<file path="config.mk">
export PLATFORM = sky130hd
export DESIGN_NAME = mem_map_dram_ctl
export DESIGN_NICKNAME = d
export VERILOG_FILES = /design/src/rtl/mdram_pkg.sv /design/src/rtl/mdram_region_dec.sv /design/src/rtl/mdram_strobe_seq.sv /design/src/rtl/mdram_addr_mux.sv /design/src/rtl/mem_map_dram_ctl.sv
export SDC_FILE = /design/constraint.sdc
export NUM_CORES = 1
export LEC_CHECK = 0
export ABC_AREA = 1
export CAP_MARGIN = 30
export CORE_ASPECT_RATIO = 1.1
export CORE_MARGIN = 8
export CORE_UTILIZATION = 30
export DETAILED_ROUTE_END_ITERATION = 6
export PLACE_DENSITY_LB_ADDON = 0.12
export SYNTH_ARGS = -nofsm -noshare
export SYNTH_HDL_FRONTEND = slang
export SYNTH_SLANG_ARGS = --single-unit
</file>
<file path="constraint.sdc">
create_clock -name clk -period 1.7 [get_ports clk]
set_clock_uncertainty 0.15 [all_clocks]
set_input_delay 0.17 -clock clk [delete_from_list [all_inputs] [get_ports clk]]
set_output_delay 0.17 -clock clk [all_outputs]
set_load 0.02 [all_outputs]
</file>
<file path="src/rtl/mdram_pkg.sv">
// Package mdram_pkg
// Shared types for the memory map decoder and DRAM strobe sequencer.
// Assumes a single master clock domain.
package mdram_pkg;

    // Strobe sequencer phases, in the order they are visited.
    typedef enum logic [2:0] {
        SQ_IDLE  = 3'd0,   // no access, strobes high
        SQ_ROW   = 3'd1,   // row on the bus, RAS high
        SQ_RASLO = 3'd2,   // RAS low, row still held
        SQ_COL   = 3'd3,   // column on the bus, CAS high
        SQ_CASLO = 3'd4    // CAS low until release
    } seq_state_t;

endpackage

</file>
<file path="src/rtl/mdram_region_dec.sv">
// Module mdram_region_dec
// Purely combinational decode of the CPU bus into the ROM select, the two
// DRAM bank hits and the DRAM write enable.
// Assumes: ROM in the lowest quarter, base bank in the second quarter,
// expansion bank in the upper half of the address space.
module mdram_region_dec #(
    parameter int ADDR_W = 16
) (
    input  logic [ADDR_W-1:0] cpu_addr,
    input  logic              mreq_n,
    input  logic              rd_n,
    input  logic              wr_n,
    input  logic              rom_off,
    output logic              rom_cs_n,
    output logic              base_hit,
    output logic              exp_hit,
    output logic              we_n
);
    localparam int TOP = ADDR_W - 1;
    localparam int NXT = ADDR_W - 2;

    logic in_rom_range;

    // Classify the address into one of the three regions.
    always_comb begin
        in_rom_range = !cpu_addr[TOP] && !cpu_addr[NXT];
        base_hit     = !cpu_addr[TOP] &&  cpu_addr[NXT];
        exp_hit      =  cpu_addr[TOP];
    end

    // ROM select: memory read in the ROM range, unless overridden externally.
    always_comb begin
        rom_cs_n = !(in_rom_range && !mreq_n && !rd_n && !rom_off);
    end

    // Write enable: only a clean write strobe with read inactive.
    always_comb begin
        we_n = !(!wr_n && rd_n);
    end

endmodule

</file>
<file path="src/rtl/mdram_strobe_seq.sv">
// Module mdram_strobe_seq
// RAS/CAS sequencer for one DRAM bank. It starts when a memory request hits
// the bank, walks row -> RAS low -> column -> CAS low, and returns to idle
// on the first edge that sees the request released.
// Assumes the CPU keeps the address stable while mreq_n is low.
module mdram_strobe_seq
    import mdram_pkg::*;
(
    input  logic clk,
    input  logic rst_n,
    input  logic mreq_n,
    input  logic hit,
    output logic ras_n,
    output logic cas_n,
    output logic col_phase,
    output logic busy
);
    seq_state_t st;

    // Phase register: advance one phase per clock, drop to idle on release.
    always_ff @(posedge clk) begin
        if (!rst_n) begin
            st <= SQ_IDLE;
        end else if (mreq_n) begin
            st <= SQ_IDLE;
        end else begin
            case (st)
                SQ_IDLE:  st <= hit ? SQ_ROW : SQ_IDLE;
                SQ_ROW:   st <= SQ_RASLO;
                SQ_RASLO: st <= SQ_COL;
                SQ_COL:   st <= SQ_CASLO;
                SQ_CASLO: st <= SQ_CASLO;
                default:  st <= SQ_IDLE;
            endcase
        end
    end

    // Strobe and mux-phase decode of the phase register.
    always_comb begin
        ras_n     = !(st == SQ_RASLO || st == SQ_COL || st == SQ_CASLO);
        cas_n     = !(st == SQ_CASLO);
        col_phase =  (st == SQ_COL || st == SQ_CASLO);
        busy      =  (st != SQ_IDLE);
    end

    // a released request leaves both strobes high after the next edge.
    a_r8_release_strobes: assert property (@(posedge clk) disable iff (!rst_n)
        mreq_n |=> (ras_n && cas_n));

    // CAS only falls after a cycle of column phase with RAS already low.
    a_r7_cas_after_col: assert property (@(posedge clk) disable iff (!rst_n)
        $fell(cas_n) |-> ($past(col_phase) && $past(!ras_n) && !ras_n));

    // CAS is never low while RAS is high.
    a_r7_cas_needs_ras: assert property (@(posedge clk) disable iff (!rst_n)
        !cas_n |-> !ras_n);

endmodule

</file>
<file path="src/rtl/mdram_addr_mux.sv">
// Module mdram_addr_mux
// Builds the shared DRAM address: the row (low address bits plus a half
// select bit) or the column (high address bits) of whichever bank is active.
// Assumes the column of the expansion bank is one bit wider than the base.
module mdram_addr_mux #(
    parameter int ADDR_W = 16,
    parameter int ROW_W  = 7
) (
    input  logic [ADDR_W-1:0] cpu_addr,
    input  logic              exp_half,
    input  logic              exp_sel,
    input  logic              col_phase,
    output logic [ROW_W:0]    dram_addr
);
    localparam int DA_W  = ROW_W + 1;
    localparam int BCOL_W = ADDR_W - 2 - ROW_W;
    localparam int ECOL_W = ADDR_W - 1 - ROW_W;

    logic [DA_W-1:0]   row_word;
    logic [BCOL_W-1:0] base_col;
    logic [ECOL_W-1:0] exp_col;

    // Row word: low address bits; top bit is the half select for expansion.
    always_comb begin
        row_word = {exp_sel ? exp_half : 1'b0, cpu_addr[ROW_W-1:0]};
    end

    // Column fields of each bank.
    always_comb begin
        base_col = cpu_addr[ADDR_W-3:ROW_W];
        exp_col  = cpu_addr[ADDR_W-2:ROW_W];
    end

    // Output select by phase and bank.
    always_comb begin
        if (!col_phase)    dram_addr = row_word;
        else if (exp_sel)  dram_addr = DA_W'(exp_col);
        else               dram_addr = DA_W'(base_col);
    end

endmodule

</file>
<file path="src/rtl/mem_map_dram_ctl.sv">
// Module mem_map_dram_ctl
// Top: decodes the CPU memory request into ROM select and two DRAM banks,
// and runs one RAS/CAS sequencer per bank sharing one address multiplexer.
// Assumes one master clock, synchronous active-low reset, and that the two
// banks are never requested at once (the address picks exactly one).
module mem_map_dram_ctl #(
    parameter int ADDR_W = 16,
    parameter int ROW_W  = 7
) (
    input  logic              clk,
    input  logic              rst_n,
    input  logic [ADDR_W-1:0] cpu_addr,
    input  logic              mreq_n,
    input  logic              rd_n,
    input  logic              wr_n,
    input  logic              rom_off,
    input  logic              exp_half,
    output logic              rom_cs_n,
    output logic [ROW_W:0]    dram_addr,
    output logic              base_ras_n,
    output logic              base_cas_n,
    output logic              exp_ras_n,
    output logic              exp_cas_n,
    output logic              dram_we_n
);
    localparam int NBANK = 2;
    localparam int BK_BASE = 0;
    localparam int BK_EXP  = 1;

    logic             base_hit, exp_hit;
    logic [NBANK-1:0] hit_v, ras_v, cas_v, col_v, busy_v;

    mdram_region_dec #(.ADDR_W(ADDR_W)) i_dec (
        .cpu_addr (cpu_addr),
        .mreq_n   (mreq_n),
        .rd_n     (rd_n),
        .wr_n     (wr_n),
        .rom_off  (rom_off),
        .rom_cs_n (rom_cs_n),
        .base_hit (base_hit),
        .exp_hit  (exp_hit),
        .we_n     (dram_we_n)
    );

    // Gather bank hits into a vector indexed by bank number.
    always_comb begin
        hit_v[BK_BASE] = base_hit;
        hit_v[BK_EXP]  = exp_hit;
    end

    // One sequencer per bank.
    for (genvar b = 0; b < NBANK; b++) begin : g_bank
        mdram_strobe_seq i_seq (
            .clk       (clk),
            .rst_n     (rst_n),
            .mreq_n    (mreq_n),
            .hit       (hit_v[b]),
            .ras_n     (ras_v[b]),
            .cas_n     (cas_v[b]),
            .col_phase (col_v[b]),
            .busy      (busy_v[b])
        );
    end

    // Shared multiplexer follows the active bank; expansion when it is busy.
    mdram_addr_mux #(.ADDR_W(ADDR_W), .ROW_W(ROW_W)) i_mux (
        .cpu_addr  (cpu_addr),
        .exp_half  (exp_half),
        .exp_sel   (busy_v[BK_EXP] || (!busy_v[BK_BASE] && exp_hit)),
        .col_phase (|col_v),
        .dram_addr (dram_addr)
    );

    // Strobe outputs per bank.
    always_comb begin
        base_ras_n = ras_v[BK_BASE];
        base_cas_n = cas_v[BK_BASE];
        exp_ras_n  = ras_v[BK_EXP];
        exp_cas_n  = cas_v[BK_EXP];
    end

    // the two banks never hold RAS low together.
    a_r4_one_bank_active: assert property (@(posedge clk) disable iff (!rst_n)
        $onehot0({!base_ras_n, !exp_ras_n}));

    // a ROM-range address never has a DRAM row strobe starting.
    a_r3_rom_no_ras: assert property (@(posedge clk) disable iff (!rst_n)
        (base_ras_n && exp_ras_n && cpu_addr[ADDR_W-1:ADDR_W-2] == 2'b00)
        |=> (base_ras_n && exp_ras_n));

    // the ROM select is only ever active in the ROM range.
    a_r1_rom_in_range: assert property (@(posedge clk) disable iff (!rst_n)
        !rom_cs_n |-> (cpu_addr[ADDR_W-1:ADDR_W-2] == 2'b00 && !mreq_n));

    // the external disable keeps the ROM deselected.
    a_r2_rom_off_wins: assert property (@(posedge clk) disable iff (!rst_n)
        rom_off |-> rom_cs_n);

    // write enable never active together with a read strobe.
    a_r9_we_not_on_read: assert property (@(posedge clk) disable iff (!rst_n)
        !dram_we_n |-> (rd_n && !wr_n));

endmodule

</file>
==> results_tabular.tex <==
\begin{tabular}{lr}
\hline
Metric & Value \\
\hline
\multicolumn{2}{l}{\textbf{Outcome}} \\
\quad Status & complete, no violations \\
\multicolumn{2}{l}{\textbf{Critical path}} \\
\quad CP Launch Type & flip-flop \\
\quad Kind of end point of the critical path & output pin \\
\quad Worst Setup Path Type & flip-flop to output pin \\
\quad Arr. time, crit path & 1.32 ns \\
\quad WP data required & 1.38 ns \\
\quad Largest stage delay, worst path & 0.36 ns \\
\quad Critical Path, Cell by Cell & nor2\_4 -> nand2\_2 -> nand2\_4 -> nor2\_8 -> inv\_4 -> nand2\_1 -> nand2\_1 -> buf\_6 \\
\quad Cell occurring most often along the worst timing path & sky130\_fd\_sc\_hd\_\_nand2\_1 \\
\quad Highest-delay cell along the critical path & sky130\_fd\_sc\_hd\_\_dfxtp\_4 \\
\quad Worst Path Max Fanout & 7 \\
\multicolumn{2}{l}{\textbf{Placed design}} \\
\quad Number of port buffers & 36 \\
\quad Post-detailed-placement cell area & 902 µm² \\
\quad Post-detailed-placement half-perimeter wirelength & 1.42 mm \\
\quad Weighted congestion at the end of routability-driven global placement & 0.813 \\
\quad Number of cells in the design after placement & 135 \\
\multicolumn{2}{l}{\textbf{Timing}} \\
\quad Number of pins exceeding their max-slew limit in the final report & 0 \\
\quad Final period demand of the worst path & 1.64 ns \\
\quad Measured slew at the worst slew-check pin & 0.297 ns \\
\quad Setup repair after global routing missed its margin & true \\
\quad Hold violation total from the final report & 0 \\
\quad Achievable clock frequency & 611 MHz \\
\quad Number of failing setup endpoints in the final timing report & 0 \\
\quad Hold slack final & 0.292 ns \\
\quad Share of the clock period used by the worst path after layout & 96.3\% \\
\quad Slew headroom & 80.0\% \\
\multicolumn{2}{l}{\textbf{Synthesis}} \\
\quad Commonest cells in the netlist & sky130\_fd\_sc\_hd\_\_nand2\_1 (29), sky130\_fd\_sc\_hd\_\_dfxtp\_1 (6), sky130\_fd\_sc\_hd\_\_inv\_1 (6), sky130\_fd\_sc\_hd\_\_nand3\_1 (6), sky130\_fd\_sc\_hd\_\_o21ai\_0 (4) \\
\quad Most used flip-flop cell after synthesis & sky130\_fd\_sc\_hd\_\_dfxtp\_1 \\
\quad Cell type with the largest total area after synthesis & sky130\_fd\_sc\_hd\_\_dfxtp\_1 \\
\quad Synthesis Warnings & 0 \\
\quad Cells taking the most area after synthesis & sky130\_fd\_sc\_hd\_\_dfxtp\_1 (28\%), sky130\_fd\_sc\_hd\_\_nand2\_1 (25\%), sky130\_fd\_sc\_hd\_\_nand3\_1 (7.0\%) \\
\quad Gate count after technology mapping & 71 \\
\quad Number of flops mapped to enable cells by yosys & 0 \\
\quad Synth top area share & 27.8\% \\
\quad Count of state elements after synthesis & 6 \\
\quad Unique masters post-synth & 16 \\
\quad Net count after synthesis & 94 \\
\quad Most common cell in the synthesized netlist & sky130\_fd\_sc\_hd\_\_nand2\_1 \\
\quad Fraction of registers with async set or reset after synthesis & 0\% \\
\quad Fraction of the yosys area taken by sequential cells & 27.8\% \\
\quad Synth Cell Area & 432 µm² \\
\quad Mean instance size in the synthesized netlist & 6.08 µm² \\
\multicolumn{2}{l}{\textbf{Detailed routing}} \\
\quad Wire length reported by the detailed router & 1.85 mm \\
\quad Via Count & 634 \\
\quad Detailed-router iteration count before antenna repair & 4 \\
\quad Routed len/inst & 13.2 µm \\
\quad Vias per cell & 4.53 \\
\quad Initial DRC count & 11 \\
\quad Remaining antenna violation count after routing & 0 \\
\quad Number of remaining DRC errors & 0 \\
\multicolumn{2}{l}{\textbf{CTS}} \\
\quad Clock latency at the later pin of the worst-skew pair & 0.23 ns \\
\quad Sinks on Clock Net & 6 \\
\quad Deepest clock path buffer count & 2 \\
\quad Hold buffers post-CTS & 0 \\
\quad CTS clk-pin slew, worst paths & 0.04 ns \\
\quad Count of H-tree levels built during CTS & 1 \\
\quad Clock tree from TritonCTS & yes \\
\quad CTS buffer count & 3 \\
\quad Root Buffer Master & sky130\_fd\_sc\_hd\_\_clkbuf\_4 \\
\multicolumn{2}{l}{\textbf{Floorplanning}} \\
\quad I/O pin count & 37 \\
\quad Die boundary height & 55.8 µm \\
\quad Width of the die & 52.2 µm \\
\quad Die ar. & 2910 µm² \\
\quad Standard cell core area & 1370 µm² \\
\quad Count of standard-cell rows & 14 \\
\quad Initial Utilization & 31.6\% \\
\multicolumn{2}{l}{\textbf{Finish}} \\
\quad Number of flip-flops in the largest register & 6 \\
\quad Final non-filler cell area & 958 µm² \\
\quad Layout cell share with drive strength beyond 1 & 35.5\% \\
\quad Area Overhead vs Synth & 122\% \\
\quad Antenna Cells & 0 \\
\quad Largest register by flop count & g\_bank.i\_seq.st \\
\quad Largest registers & g\_bank.i\_seq.st x6 \\
\quad Number of standard cells in the final layout excluding fillers & 140 \\
\quad Final Util & 70.1\% \\
\quad Number of fill cells in the layout & 133 \\
\quad Net count reported at finish & 149 \\
\multicolumn{2}{l}{\textbf{Hold path}} \\
\quad Worst min-delay path class & flip-flop to flip-flop \\
\multicolumn{2}{l}{\textbf{GRT}} \\
\quad Vias in the first global route & 636 \\
\quad Global routing usage summed across all routing layers & 12.3\% \\
\quad Global-route wire length before repair & 2.88 mm \\
\quad Global route overflow & 0 \\
\quad Pin count of the biggest net entering global routing & 8 \\
\quad Initial antenna violation count & 0 \\
\multicolumn{2}{l}{\textbf{Power and ir drop}} \\
\quad Power per cell area & 420 nW/µm² \\
\quad IR drop worst, VDD & 0.424 mV \\
\quad Final Total Pwr & 0.402 mW \\
\quad Lkg Pwr & 0.456 nW \\
\multicolumn{2}{l}{\textbf{Flow run}} \\
\quad Total of max-cap violations & 0 \\
\hline
\end{tabular}
cells by family (layout without fill, tap and decap cells):
family          after synthesis  after routing  synth area share [%]
flops                         6              6                  27.8
compound gates                6              6                  7.54
simple gates                 51             52                  57.1
buf+inv                       8             60                  7.54
where the power goes:
part	total [mW]	switching, mW	internal, mW
combinational	0.135	0.0543	0.0809
clock	0.121	0.0419	0.0792
sequential	0.146	0.00495	0.141
total	0.402	0.101	0.301
area by class of cell:
class                      instances  area [µm²]  area share [%]
clock buffer                       3        22.5            2.35
inverter                           8        32.5            3.39
multi-input combinational         58         315            32.9
sequential                         6         135            14.1
tap                               16        20.0            2.09
timing repair buffer              49         433            45.2
layer usage:
layer | wire, µm | track usage [%] | vias to the layer above
li1 | - | - | 335
met1 | 763 | 12.8 | 271
met2 | 890 | 20.8 | 24
met3 | 171 | 3.74 | 4
met4 | 27 | 6.67 | 0
met5 | 0 | 0 | -
cells in the final DEF, fill, tap and decap left out:
cell type / instances
sky130_fd_sc_hd__inv_2: 1
sky130_fd_sc_hd__nor2_1: 3
sky130_fd_sc_hd__nand3_1: 4
sky130_fd_sc_hd__inv_1: 6
sky130_fd_sc_hd__nand2_1: 29
sky130_fd_sc_hd__clkdlybuf4s50_1: 23
sky130_fd_sc_hd__a21boi_0: 1
sky130_fd_sc_hd__nor4_1: 2
sky130_fd_sc_hd__a21oi_1: 1
sky130_fd_sc_hd__dlygate4sd2_1: 4
sky130_fd_sc_hd__nor2_4: 3
sky130_fd_sc_hd__nand2_2: 2
sky130_fd_sc_hd__clkbuf_4: 3
sky130_fd_sc_hd__nor3_1: 3
sky130_fd_sc_hd__buf_2: 2
sky130_fd_sc_hd__nand3_2: 2
sky130_fd_sc_hd__dfxtp_2: 3
sky130_fd_sc_hd__buf_6: 2
sky130_fd_sc_hd__inv_4: 1
sky130_fd_sc_hd__nor2_2: 1
sky130_fd_sc_hd__nand2_4: 2
sky130_fd_sc_hd__o21ai_1: 2
sky130_fd_sc_hd__nor2_8: 1
sky130_fd_sc_hd__o21ai_0: 2
sky130_fd_sc_hd__dfxtp_4: 3
sky130_fd_sc_hd__buf_4: 18
worst max-delay path: cells and delay by family (launching register included):
| kind | cells | cell delay (ns) |
|---|---|---|
| and+or+nand+nor | 6 | 0.51 |
| DFF | 1 | 0.36 |
| buffers and inverters | 2 | 0.20 |
per-stage QoR:
stage                     setup TNS, ns  setup slack (ns)
after floorplan                       0             0.216
after global placement            -1.49            -0.170
after detailed placement          -1.73            -0.224
after CTS                      -0.00296          -0.00296
after global routing            -0.0414           -0.0161
final                                 0            0.0635
worst paths after layout:
kind	start	endpoint	slack, ns	cells past startpoint
worst min-delay path	g_bank[1].i_seq.st[2]$_SDFF_PP0_	g_bank[1].i_seq.st[1]$_SDFF_PP0_	0.29	1
worst max register to register	g_bank[0].i_seq.st[2]$_SDFF_PP0_	g_bank[0].i_seq.st[2]$_SDFF_PP0_	0.48	6
worst min register to register	g_bank[1].i_seq.st[2]$_SDFF_PP0_	g_bank[1].i_seq.st[1]$_SDFF_PP0_	0.29	1
worst max-delay path	g_bank[0].i_seq.st[1]$_SDFF_PP0_	dram_addr[6]	0.06	8
what timing repair did:
action,in CTS,in global routing
pin swaps,1,3
endpoints found under the hold margin,0,0
gates resized for setup,52,14
buffers inserted,0,1
cloned,1,0
endpoints found under the setup margin,13,8
Power figures use the tool's default switching activity.
